File: src/rtl/pll_lock_pkg.sv
package pll_lock_pkg;
    typedef enum logic [1:0] {
        PH_OFF,
        PH_HUNT,
        PH_REF_LEADS,
        PH_FB_LEADS
    } phase_state_e;
endpackage

File: src/rtl/lock_edge_sync.sv
module lock_edge_sync #(
    parameter int STAGES = 2
) (
    input  logic clk,
    input  logic rst_n,
    input  logic din,
    output logic rise
);
    logic [STAGES:0] sh;

    always_ff @(posedge clk or negedge rst_n) begin
        if (!rst_n) sh <= '0;
        else        sh <= {sh[STAGES-1:0], din};
    end

    assign rise = sh[STAGES-1] & ~sh[STAGES];
endmodule

File: src/rtl/lock_phase_fsm.sv
module lock_phase_fsm
    import pll_lock_pkg::*;
#(
    parameter int CNT_W = 5
) (
    input  logic             clk,
    input  logic             rst_n,
    input  logic             en,
    input  logic             ref_rise,
    input  logic             fb_rise,
    input  logic [CNT_W-1:0] win,
    output logic             good,
    output logic             bad
);
    phase_state_e     state, nxt;
    logic [CNT_W-1:0] cnt, cnt_nxt;

    // state register
    always_ff @(posedge clk or negedge rst_n) begin
        if (!rst_n) begin
            state <= PH_OFF;
            cnt   <= '0;
        end else begin
            state <= nxt;
            cnt   <= cnt_nxt;
        end
    end

    // next state
    always_comb begin
        nxt     = state;
        cnt_nxt = '0;
        unique case (state)
            PH_OFF:  nxt = PH_HUNT;
            PH_HUNT: begin
                if (ref_rise && !fb_rise)      nxt = PH_REF_LEADS;
                else if (fb_rise && !ref_rise) nxt = PH_FB_LEADS;
            end
            PH_REF_LEADS: begin
                if (fb_rise || cnt >= win) nxt = PH_HUNT;
                else if (!ref_rise)        cnt_nxt = cnt + 1'b1;
            end
            PH_FB_LEADS: begin
                if (ref_rise || cnt >= win) nxt = PH_HUNT;
                else if (!fb_rise)          cnt_nxt = cnt + 1'b1;
            end
        endcase
        if (!en) begin
            nxt     = PH_OFF;
            cnt_nxt = '0;
        end
    end

    // verdict outputs
    always_comb begin
        good = 1'b0;
        bad  = 1'b0;
        if (en) begin
            unique case (state)
                PH_OFF:  ;
                PH_HUNT: good = ref_rise && fb_rise;
                PH_REF_LEADS: begin
                    if (fb_rise)         begin good = (cnt < win); bad = (cnt >= win); end
                    else if (cnt >= win) bad = 1'b1;
                    else if (ref_rise)   bad = 1'b1;
                end
                PH_FB_LEADS: begin
                    if (ref_rise)        begin good = (cnt < win); bad = (cnt >= win); end
                    else if (cnt >= win) bad = 1'b1;
                    else if (fb_rise)    bad = 1'b1;
                end
            endcase
        end
    end

    // a cycle cannot be both inside and outside the window
    assert_single_verdict_R3: assert property (@(posedge clk) disable iff (!rst_n)
        !(good && bad));
    // the lead counter never runs past the window
    assert_cnt_in_window_R3: assert property (@(posedge clk) disable iff (!rst_n)
        cnt <= win);
endmodule

File: src/rtl/lock_run_track.sv
module lock_run_track #(
    parameter int RUN_W = 5
) (
    input  logic             clk,
    input  logic             rst_n,
    input  logic             en,
    input  logic             good,
    input  logic             bad,
    input  logic [RUN_W-1:0] target,
    output logic             lock,
    output logic             lock_lost
);
    logic [RUN_W-1:0] run;
    logic [RUN_W:0]   run_inc;

    assign run_inc = {1'b0, run} + 1'b1;

    always_ff @(posedge clk or negedge rst_n) begin
        if (!rst_n) begin
            run       <= '0;
            lock      <= 1'b0;
            lock_lost <= 1'b0;
        end else if (!en || bad) begin
            run       <= '0;
            lock      <= 1'b0;
            lock_lost <= lock;
        end else begin
            lock_lost <= 1'b0;
            if (good) begin
                if (run < target) run <= run_inc[RUN_W-1:0];
                lock <= (run_inc >= {1'b0, target});
            end
        end
    end

    assert_lost_after_lock_R6: assert property (@(posedge clk) disable iff (!rst_n)
        lock_lost |-> (!lock && $past(lock)));
    assert_idle_when_off_R7: assert property (@(posedge clk) disable iff (!rst_n)
        $past(!en) |-> !lock);
    assert_drop_on_bad_R5: assert property (@(posedge clk) disable iff (!rst_n)
        $past(bad) |-> !lock);
    assert_rise_needs_good_R4: assert property (@(posedge clk) disable iff (!rst_n)
        $rose(lock) |-> $past(good));
    assert_run_bounded_R4: assert property (@(posedge clk) disable iff (!rst_n)
        run <= target);
endmodule

File: src/rtl/pll_lock_detect.sv
module pll_lock_detect #(
    parameter int RUN_SHORT  = 8,
    parameter int RUN_LONG   = 16,
    parameter int WIN_NARROW = 1,
    parameter int WIN_WIDE   = 20,
    parameter int SYNC_STAGES = 2
) (
    input  logic       clk,
    input  logic       rst_n,
    input  logic       pll_en,
    input  logic       ref_clk,
    input  logic       fb_clk,
    input  logic       sens_wr,
    input  logic [1:0] sens_code,
    output logic [1:0] sens_q,
    output logic       lock,
    output logic       lock_lost
);
    localparam int RUN_W = $clog2(RUN_LONG + 1);
    localparam int CNT_W = $clog2(WIN_WIDE + 1);

    logic             ref_rise, fb_rise, good, bad;
    logic [RUN_W-1:0] target;
    logic [CNT_W-1:0] win;

    always_ff @(posedge clk or negedge rst_n) begin
        if (!rst_n)                 sens_q <= 2'b00;
        else if (sens_wr && !pll_en) sens_q <= sens_code;
    end

    assign target = sens_q[0] ? RUN_W'(RUN_LONG) : RUN_W'(RUN_SHORT);
    assign win    = sens_q[1] ? CNT_W'(WIN_WIDE) : CNT_W'(WIN_NARROW);

    lock_edge_sync #(.STAGES(SYNC_STAGES)) u_ref_sync (
        .clk(clk), .rst_n(rst_n), .din(ref_clk), .rise(ref_rise));
    lock_edge_sync #(.STAGES(SYNC_STAGES)) u_fb_sync (
        .clk(clk), .rst_n(rst_n), .din(fb_clk), .rise(fb_rise));

    lock_phase_fsm #(.CNT_W(CNT_W)) u_phase (
        .clk(clk), .rst_n(rst_n), .en(pll_en), .ref_rise(ref_rise),
        .fb_rise(fb_rise), .win(win), .good(good), .bad(bad));

    lock_run_track #(.RUN_W(RUN_W)) u_run (
        .clk(clk), .rst_n(rst_n), .en(pll_en), .good(good), .bad(bad),
        .target(target), .lock(lock), .lock_lost(lock_lost));

    assert_code_frozen_R8: assert property (@(posedge clk) disable iff (!rst_n)
        $past(pll_en) |-> $stable(sens_q));
endmodule

File: config.mk
export PLATFORM = sky130hd
export DESIGN_NAME = pll_lock_detect
export DESIGN_NICKNAME = d
export VERILOG_FILES = /design/src/rtl/pll_lock_pkg.sv /design/src/rtl/lock_edge_sync.sv /design/src/rtl/lock_phase_fsm.sv /design/src/rtl/lock_run_track.sv /design/src/rtl/pll_lock_detect.sv
export SDC_FILE = /design/constraint.sdc
export NUM_CORES = 1
export LEC_CHECK = 0
export BUFFER_PORTS_ARGS = -buffer_cell sky130_fd_sc_hd__buf_4
export CAP_MARGIN = 10
export CORE_UTILIZATION = 45
export DETAILED_ROUTE_END_ITERATION = 8
export GPL_TIMING_DRIVEN = 0
export PLACE_DENSITY = 0.64
export SLEW_MARGIN = 10
export SYNTH_ARGS = -nofsm -noshare
export SYNTH_HDL_FRONTEND = slang
export SYNTH_HIERARCHICAL = 1
export SYNTH_SLANG_ARGS = --single-unit
File: constraint.sdc
create_clock -name clk -period 2.91 [get_ports clk]
set_input_delay 0.291 -clock clk [delete_from_list [all_inputs] [get_ports clk]]
set_output_delay 0.291 -clock clk [all_outputs]
set_load 0.1 [all_outputs]
==> flow_summary.rst, run 1 <==
.. list-table::
   :header-rows: 1

   * - Metric
     - Value
   * - Area grow syn2layout
     - 13.2%
   * - Hold Startpoint
     - ref_clk
   * - Run status
     - complete, no violations
   * - Die Y
     - just under 60 um
   * - First-pass GRT wire length
     - between 4 and 5 mm
   * - Worst reg2reg startpoint
     - sens_q[1]
   * - Count of nets after finishing
     - 188
   * - Hold Path Stages
     - 1
   * - First-pass iteration count of the detailed router
     - 4
   * - WL/cell
     - between 10 and 15 um
   * - Endpoint, Worst Hold
     - u_ref_sync/sh[0]
   * - DRC violations left
     - 0
   * - Type of the worst setup path
     - flop to flop
   * - Maximum number of buffers from clock root to sink
     - 2
   * - Vias after detailed routing
     - 1,060
   * - Vias in the first global route
     - 1,090
   * - Cell Chain, Critical Path
     - inv_1 -> ha_1 -> a21oi_2 -> o211ai_2 -> o22ai_1 -> a41o_1 -> inv_1 -> nor3b_1 -> a31oi_1 -> a41o_1
   * - Placed Area
     - 0.00158 mm^2
   * - Fin area
     - 0.00162 mm^2
   * - Total power per unit cell area
     - between 300 and 400 mW/mm^2
   * - Post-synth cell types
     - 40
   * - Portion of the clock cycle consumed by the worst path in the final layout
     - about 91%
   * - Critical path endpoint category
     - flop
   * - Number of filler cells placed in the layout
     - about 290
   * - Number of hold violations in the final report
     - 0
   * - DP HPWL
     - ~2 mm
   * - Clock period minus final worst setup slack
     - 2.65 ns
   * - Vias per Instance
     - 5.17
   * - Share of the yosys chip area belonging to registers
     - between 30% and 40%
   * - Max-cap violations
     - 0
   * - 1st-iter DRT viols
     - 30
   * - Crit path arrival time
     - approximately 2.8 ns
   * - Post-synthesis cell area
     - approximately 0.0014 mm^2
   * - Share of layout cells above drive strength 1
     - a little under a fifth
   * - Maximum clock frequency
     - 377 MHz
   * - Number of H-tree levels
     - 1
   * - Overflow left after global routing
     - 0
   * - Count of buffers from port buffering
     - 11
   * - Sinks on the clock net
     - 22
   * - Cell Rows
     - 20
   * - Buffer cell driving the clock tree root
     - clkbuf_4
   * - Final Setup Violations
     - 0
   * - Number of buffers created by CTS
     - 3
   * - Flip-flop cell with the highest count after synthesis
     - dfrtp_1
   * - Maximum single-stage delay on the critical path
     - around 0.50 ns
   * - CP Data Required Time
     - roughly 3.1 ns
   * - Die area
     - 0.00340 mm^2
   * - I/O pin total
     - 12
   * - FF-to-FF End
     - u_run/run[2]
   * - Register bit total from synthesis
     - 22
   * - Total number of yosys warnings
     - 6
   * - Yosys top cell area share
     - approximately two fifths
   * - Number of buffers and inverters on the critical path
     - 2
   * - Horizontal die dimension
     - between 50 and 60 um
   * - Top fanout value on the critical path
     - 6
   * - Critical path launch point type
     - flop
   * - Placeable core area
     - a little over 0.003 mm^2
   * - Ys async rst share
     - 100%
   * - Antenna diode count
     - 0
   * - Overall power after layout
     - about 600 uW
   * - Most instantiated cells after synthesis
     - dfrtp_1 (22), ha_1 (17), inv_1 (16)
   * - Most numerous cell in the Yosys netlist
     - dfrtp_1
   * - Class of the tightest hold or removal check
     - input pin to flop
   * - Flop2flop setup slack
     - between 0.2 and 0.3 ns
   * - Antenna violations before repair
     - 0
   * - Total leakage power
     - around 0.00082 uW
   * - Worst-Skew Late Latency
     - slightly below 0.3 ns
   * - Number of enable flip-flop cells after synthesis
     - 0
   * - Aggregate routed wire length
     - around 2.6 mm
   * - Ranking of synthesized cells by area
     - dfrtp_1 (39%), ha_1 (15%), inv_1 (4.2%), nor2b_4 (3.9%), xor2_1 (2.5%)
   * - Normalized max-slew margin
     - 59.7%
   * - Clock tree from TritonCTS
     - yes
   * - Effective utilization at floorplan
     - between 40% and 50%
   * - Synthesized instance count
     - between 100 and 150
   * - Final Max Tran Viols
     - 0
   * - Worst Clk Skew
     - 0.00574 ns
   * - Mean instance size in the synthesized netlist
     - between 10 and 15 um^2
   * - Setup TNS
     - 0 ns
   * - Unrepaired setup endpoints after global routing
     - false
   * - Global-route usage over all layers
     - between 10% and 20%
   * - Pin count of the biggest net entering global routing
     - 23
   * - Slowest library cell on the worst path
     - nor3b_1
   * - Length in cells of the worst reg-to-reg path
     - 10
   * - Clock transition at the register clock pins on the worst setup and hold paths after CTS
     - 0.11 ns
   * - Global placer's final weighted congestion
     - between 0.8 and 0.9
   * - Cell class contributing the biggest share of worst-path delay
     - compound AO/OA/AOI/OAI gates
   * - Post-synth top area cell
     - dfrtp_1
   * - Worst ir drop on vdd
     - between 150 and 200 uV
   * - Post-detailed-route count of antenna-violating nets
     - 0
   * - Worst-margin pin slew
     - approximately 0.6 ns
## timing repair
action | in CTS | in global routing
gates resized for setup | 0 | 0
hold endpoints to repair | 22 | 0
hold buffers | 1 | 0
setup buffers | 0 | 0
## through the flow
step                setup slack [ns]  cells  hold WS [ns]  util [%]
global route                  0.0612    205        0.0815      53.4
CTS                            0.272    205        0.0866      53.4
finish                         0.258    205        0.0991      53.4
detailed placement             0.306    201         0.198      52.3
floorplan                      0.668    146      -0.00459         -
global placement               0.331    201         0.193      52.3
## cells in the final DEF (no fill, tap or decap), types with 2 or more instances in the layout
cell type / netlist / layout
xnor2_1: 3 / 3
a21oi_2: 3 / 3
dfrtp_1: 22 / 22
nand3b_1: 3 / 3
nand2_1: 8 / 8
clkbuf_4: 0 / 3
o21ai_0: 6 / 6
ha_1: 17 / 17
o22ai_1: 2 / 2
inv_1: 16 / 16
buf_4: 2 / 13
mux2_4: 2 / 2
a21oi_1: 4 / 4
a41o_1: 2 / 2
nor2b_4: 4 / 4
nand2b_1: 2 / 2
conb_1: 1 / 6
xor2_1: 4 / 4
nor2_1: 8 / 8
nor3_1: 4 / 4
o31ai_1: 3 / 3
nand3_1: 6 / 6
## flip-flops by register name, summed over array words and instances, names as in the netlist
signal and count:
u_ref_sync/sh 3, u_run/lock 1, u_fb_sync/sh 3, u_run/run 5
u_phase/state 2, u_phase/cnt 5, u_run/lock_lost 1, sens_q 2
## routing by layer
layer	track usage, %	routed length, um	share of wire, %	up-vias
met2	33.0	1390	54	3
met3	1.32	18	0.70	2
met4	6.12	27	1.0	0
li1	-	-	-	530
met5	0	0	0	-
met1	20.5	1140	44	525
## report_power, final
group          total [uW]  switching [uW]  internal, uW  leakage, uW
Combinational         150            92.5          57.2     0.000517
Sequential            332            13.7           318     0.000286
Clock                 130            82.1          48.1    0.0000138
Total                 612             188           423     0.000817
## worst max path at each step
stage,end,start,cells after the start,slack [ns]
after floorplan,u_run/run[2],sens_q[1],10,0.67
after global placement,u_run/run[2],sens_q[1],10,0.33
after detailed placement,u_run/run[2],sens_q[1],10,0.31
after CTS,u_run/run[2],sens_q[1],10,0.27
after global routing,u_run/run[2],sens_q[1],10,0.06
final,u_run/run[2],sens_q[1],10,0.26
## cells by family (layout without fill, tap and decap cells)
group / Yosys count / in the layout / synth area share, %
DFF: 22 / 22 / 38.6
muxes: 3 / 3 / 2.80
xor gates and xnor gates: 7 / 7 / 4.29
other: 1 / 6 / 0.263
buffers and inverters: 19 / 34 / 6.05
AOI/OAI and AO/OA: 29 / 29 / 15.1
adders and majority gates: 17 / 17 / 14.9
and+or+nand+nor: 43 / 43 / 18.1
## area by class of cell
type                       instances  area (um^2)  area share [%]
sequential                        22          551            34.1
inverter                          16         60.1            3.72
multi-input combinational        105          810            50.1
timing repair buffer              12         92.6            5.73
clock buffer                       3         22.5            1.39
tap                               44         55.1            3.41
buffer                             3         26.3            1.63
(Power assumes the default switching activity.)
==> run 2: changes to the inputs <==
Settings changed: RECOVER_POWER from default to 100.
==> run 2 against run 1 <==
Effect of this change:
- register-to-register slack about the same
- combinational power down 8%
- fmax up 0.48%
- flip-flop and latch count unchanged
- sequential share of layout area up 0.75 points
- die area unchanged
- wire length down 0.54%
- clock power about the same
- count of clock-buffer cells in the layout unchanged
- critical path depth unchanged
- total power down 1.8%
- cell area down 2.2%
- critical endpoint unchanged
- highest routed layer unchanged
==> flow_summary.rst, run 2 (same netlist as run 1, synthesis figures left out) <==
.. list-table::
   :header-rows: 1

   * - Metric
     - Value
   * - Run status
     - complete, no violations
   * - Vias per Instance
     - ~5.3
   * - Sinks on the clock net
     - 22
   * - Hold Startpoint
     - ref_clk
   * - Number of filler cells placed in the layout
     - a little under 300
   * - First-pass GRT wire length
     - between 4 and 5 mm
   * - Worst ir drop on vdd
     - approximately 150 uV
   * - Portion of the clock cycle consumed by the worst path in the final layout
     - roughly nine tenths
   * - Share of layout cells above drive strength 1
     - between 10% and 20%
   * - Start point of the critical path
     - sens_q[1]
   * - Final Max Tran Viols
     - 0
   * - Maximum clock frequency
     - between 300 and 400 MHz
   * - Vias after detailed routing
     - ~1.1k
   * - Clock tree from TritonCTS
     - yes
   * - Aggregate routed wire length
     - about 2.6 mm
   * - CTS hold repair buffers
     - 1
   * - Type of the worst setup path
     - flop to flop
   * - Number of buffers created by CTS
     - 3
   * - Global placer's final weighted congestion
     - roughly 0.8
   * - I/O pin total
     - 12
   * - Maximum number of buffers from clock root to sink
     - 2
   * - Class of the tightest hold or removal check
     - input pin to flop
   * - Overflow left after global routing
     - 0
   * - Area taken by flip-flops and latches
     - between 500 and 600 um^2
   * - Total leakage power
     - 0.000788 uW
   * - Setup TNS
     - 0 ns
   * - First-pass iteration count of the detailed router
     - 4
   * - Resize count post-CTS
     - 0
   * - Horizontal die dimension
     - between 50 and 60 um
   * - 1st-iter DRT viols
     - 43
   * - WL/cell
     - 12.5 um
   * - Largest registers
     - u_phase/cnt: 5 flops, u_run/run: 5 flops
   * - Worst-margin pin slew
     - around 1.2 ns
   * - Area grow syn2layout
     - 10.8%
   * - Die Y
     - around 60 um
   * - Combined area of the multi-input logic cells
     - around 790 um^2
   * - Top fanout value on the critical path
     - 6
   * - Worst Clk Skew
     - roughly 0.0074 ns
   * - Die area
     - ~0.0034 mm^2
   * - Max-cap violations
     - 0
   * - CP Data Required Time
     - about 3.1 ns
   * - Pin count of the biggest net entering global routing
     - 23
   * - Unrepaired setup endpoints after global routing
     - false
   * - Post-route core utilization
     - a little over half
   * - Final Setup Violations
     - 0
   * - Antenna diode count
     - 0
   * - Worst-Skew Late Latency
     - between 0.2 and 0.3 ns
   * - DRC violations left
     - 0
   * - DP HPWL
     - about 2.1 mm
   * - Number of hold violations in the final report
     - 0
   * - Cell Rows
     - 20
   * - Clock transition at the register clock pins on the worst setup and hold paths after CTS
     - between 0.1 and 0.15 ns
   * - Normalized max-slew margin
     - approximately 22%
   * - Worst reg2reg startpoint
     - sens_q[1]
   * - Critical path endpoint category
     - flop
   * - Count of nets after finishing
     - 188
   * - Buffers inserted by post-CTS timing repair
     - 0
   * - Most frequent standard cell in the layout excluding fill and tap cells
     - dfrtp_1
   * - Critical path launch point type
     - flop
   * - Total power per unit cell area
     - roughly 380 mW/mm^2
   * - Crit path arrival time
     - 2.83 ns
   * - Clock period minus final worst setup slack
     - between 2 and 3 ns
   * - Number of H-tree levels
     - 1
   * - Placeable core area
     - 0.00303 mm^2
   * - Buffer cell driving the clock tree root
     - clkbuf_4
   * - Commonest cells after routing, fill and taps aside
     - dfrtp_1 (22), ha_1 (17), inv_1 (16), nor2_1 (8), nand2_1 (8)
   * - Vias in the first global route
     - approximately 1.1k
   * - Post-place setup slack
     - around 0.31 ns
   * - Effective utilization at floorplan
     - roughly 47%
   * - Antenna violations before repair
     - 0
   * - Global-route usage over all layers
     - about 17%
   * - Final worst-path setup slack
     - roughly 0.27 ns
   * - Post-detailed-route count of antenna-violating nets
     - 0
   * - Count of buffers from port buffering
     - 11
## run 2: cell count changes in the layout (fill, tap and decap cells not counted), sizes merged
cell	before	now
buf	14	7
clkbuf	3	10
## run 2: worst paths after layout
kind / slack (ns) / to / cells past startpoint
worst max-delay path: 0.27 / u_run/run[2] / 10
worst min-delay path: 0.12 / u_ref_sync/sh[0] / 1
worst max register to register: 0.27 / u_run/run[2] / 10
worst min register to register: 0.36 / u_fb_sync/sh[1] / 0
max in group asynchronous: 1.47 / u_phase/cnt[0] / 2
min in group asynchronous: 0.74 / u_ref_sync/sh[2] / 2
## run 2: area by class of cell
type                            count  share of cell area (%)
Clock buffer                        3                    1.42
Tap cell                           44                    3.48
Timing Repair Buffer               12                    4.67
Sequential cell                    22                    34.8
Multi-Input combinational cell    105                    50.2
Buffer                              3                    1.66
Inverter                           16                    3.80
## run 2: critical path: stages (launching register included)
cell      delay [ns]
dfrtp_1         0.44
inv_1           0.07
ha_1            0.34
a21oi_2         0.16
o211ai_2        0.16
o22ai_1         0.18
a41o_1          0.24
inv_1           0.07
nor3b_1         0.50
a31oi_1         0.16
a41o_1          0.22
## run 2: through the flow
stage	instance area [um^2]	hold slack, ns	total power (uW)	instances
3_5_place_dp	1580	0.198	487	201
2_1_floorplan	1450	-0.00459	447	146
6_report	1580	0.123	601	205
5_1_grt	1580	0.106	635	205
3_3_place_gp	1580	0.193	481	201
4_1_cts	1620	0.0866	621	205
## run 2: power breakdown
part	switching (uW)	internal, uW	total [uW]
combinational	90.6	47.7	138
sequential	13.2	318	331
clock	82.9	48.1	131
## run 2: metal layers
metal	vias up	GRT usage (%)	share of wire (%)
met5	-	0	0
met4	0	6.12	1.2
met3	4	1.32	1.1
met2	9	33.0	54
met1	534	20.5	44
li1	530	-	-
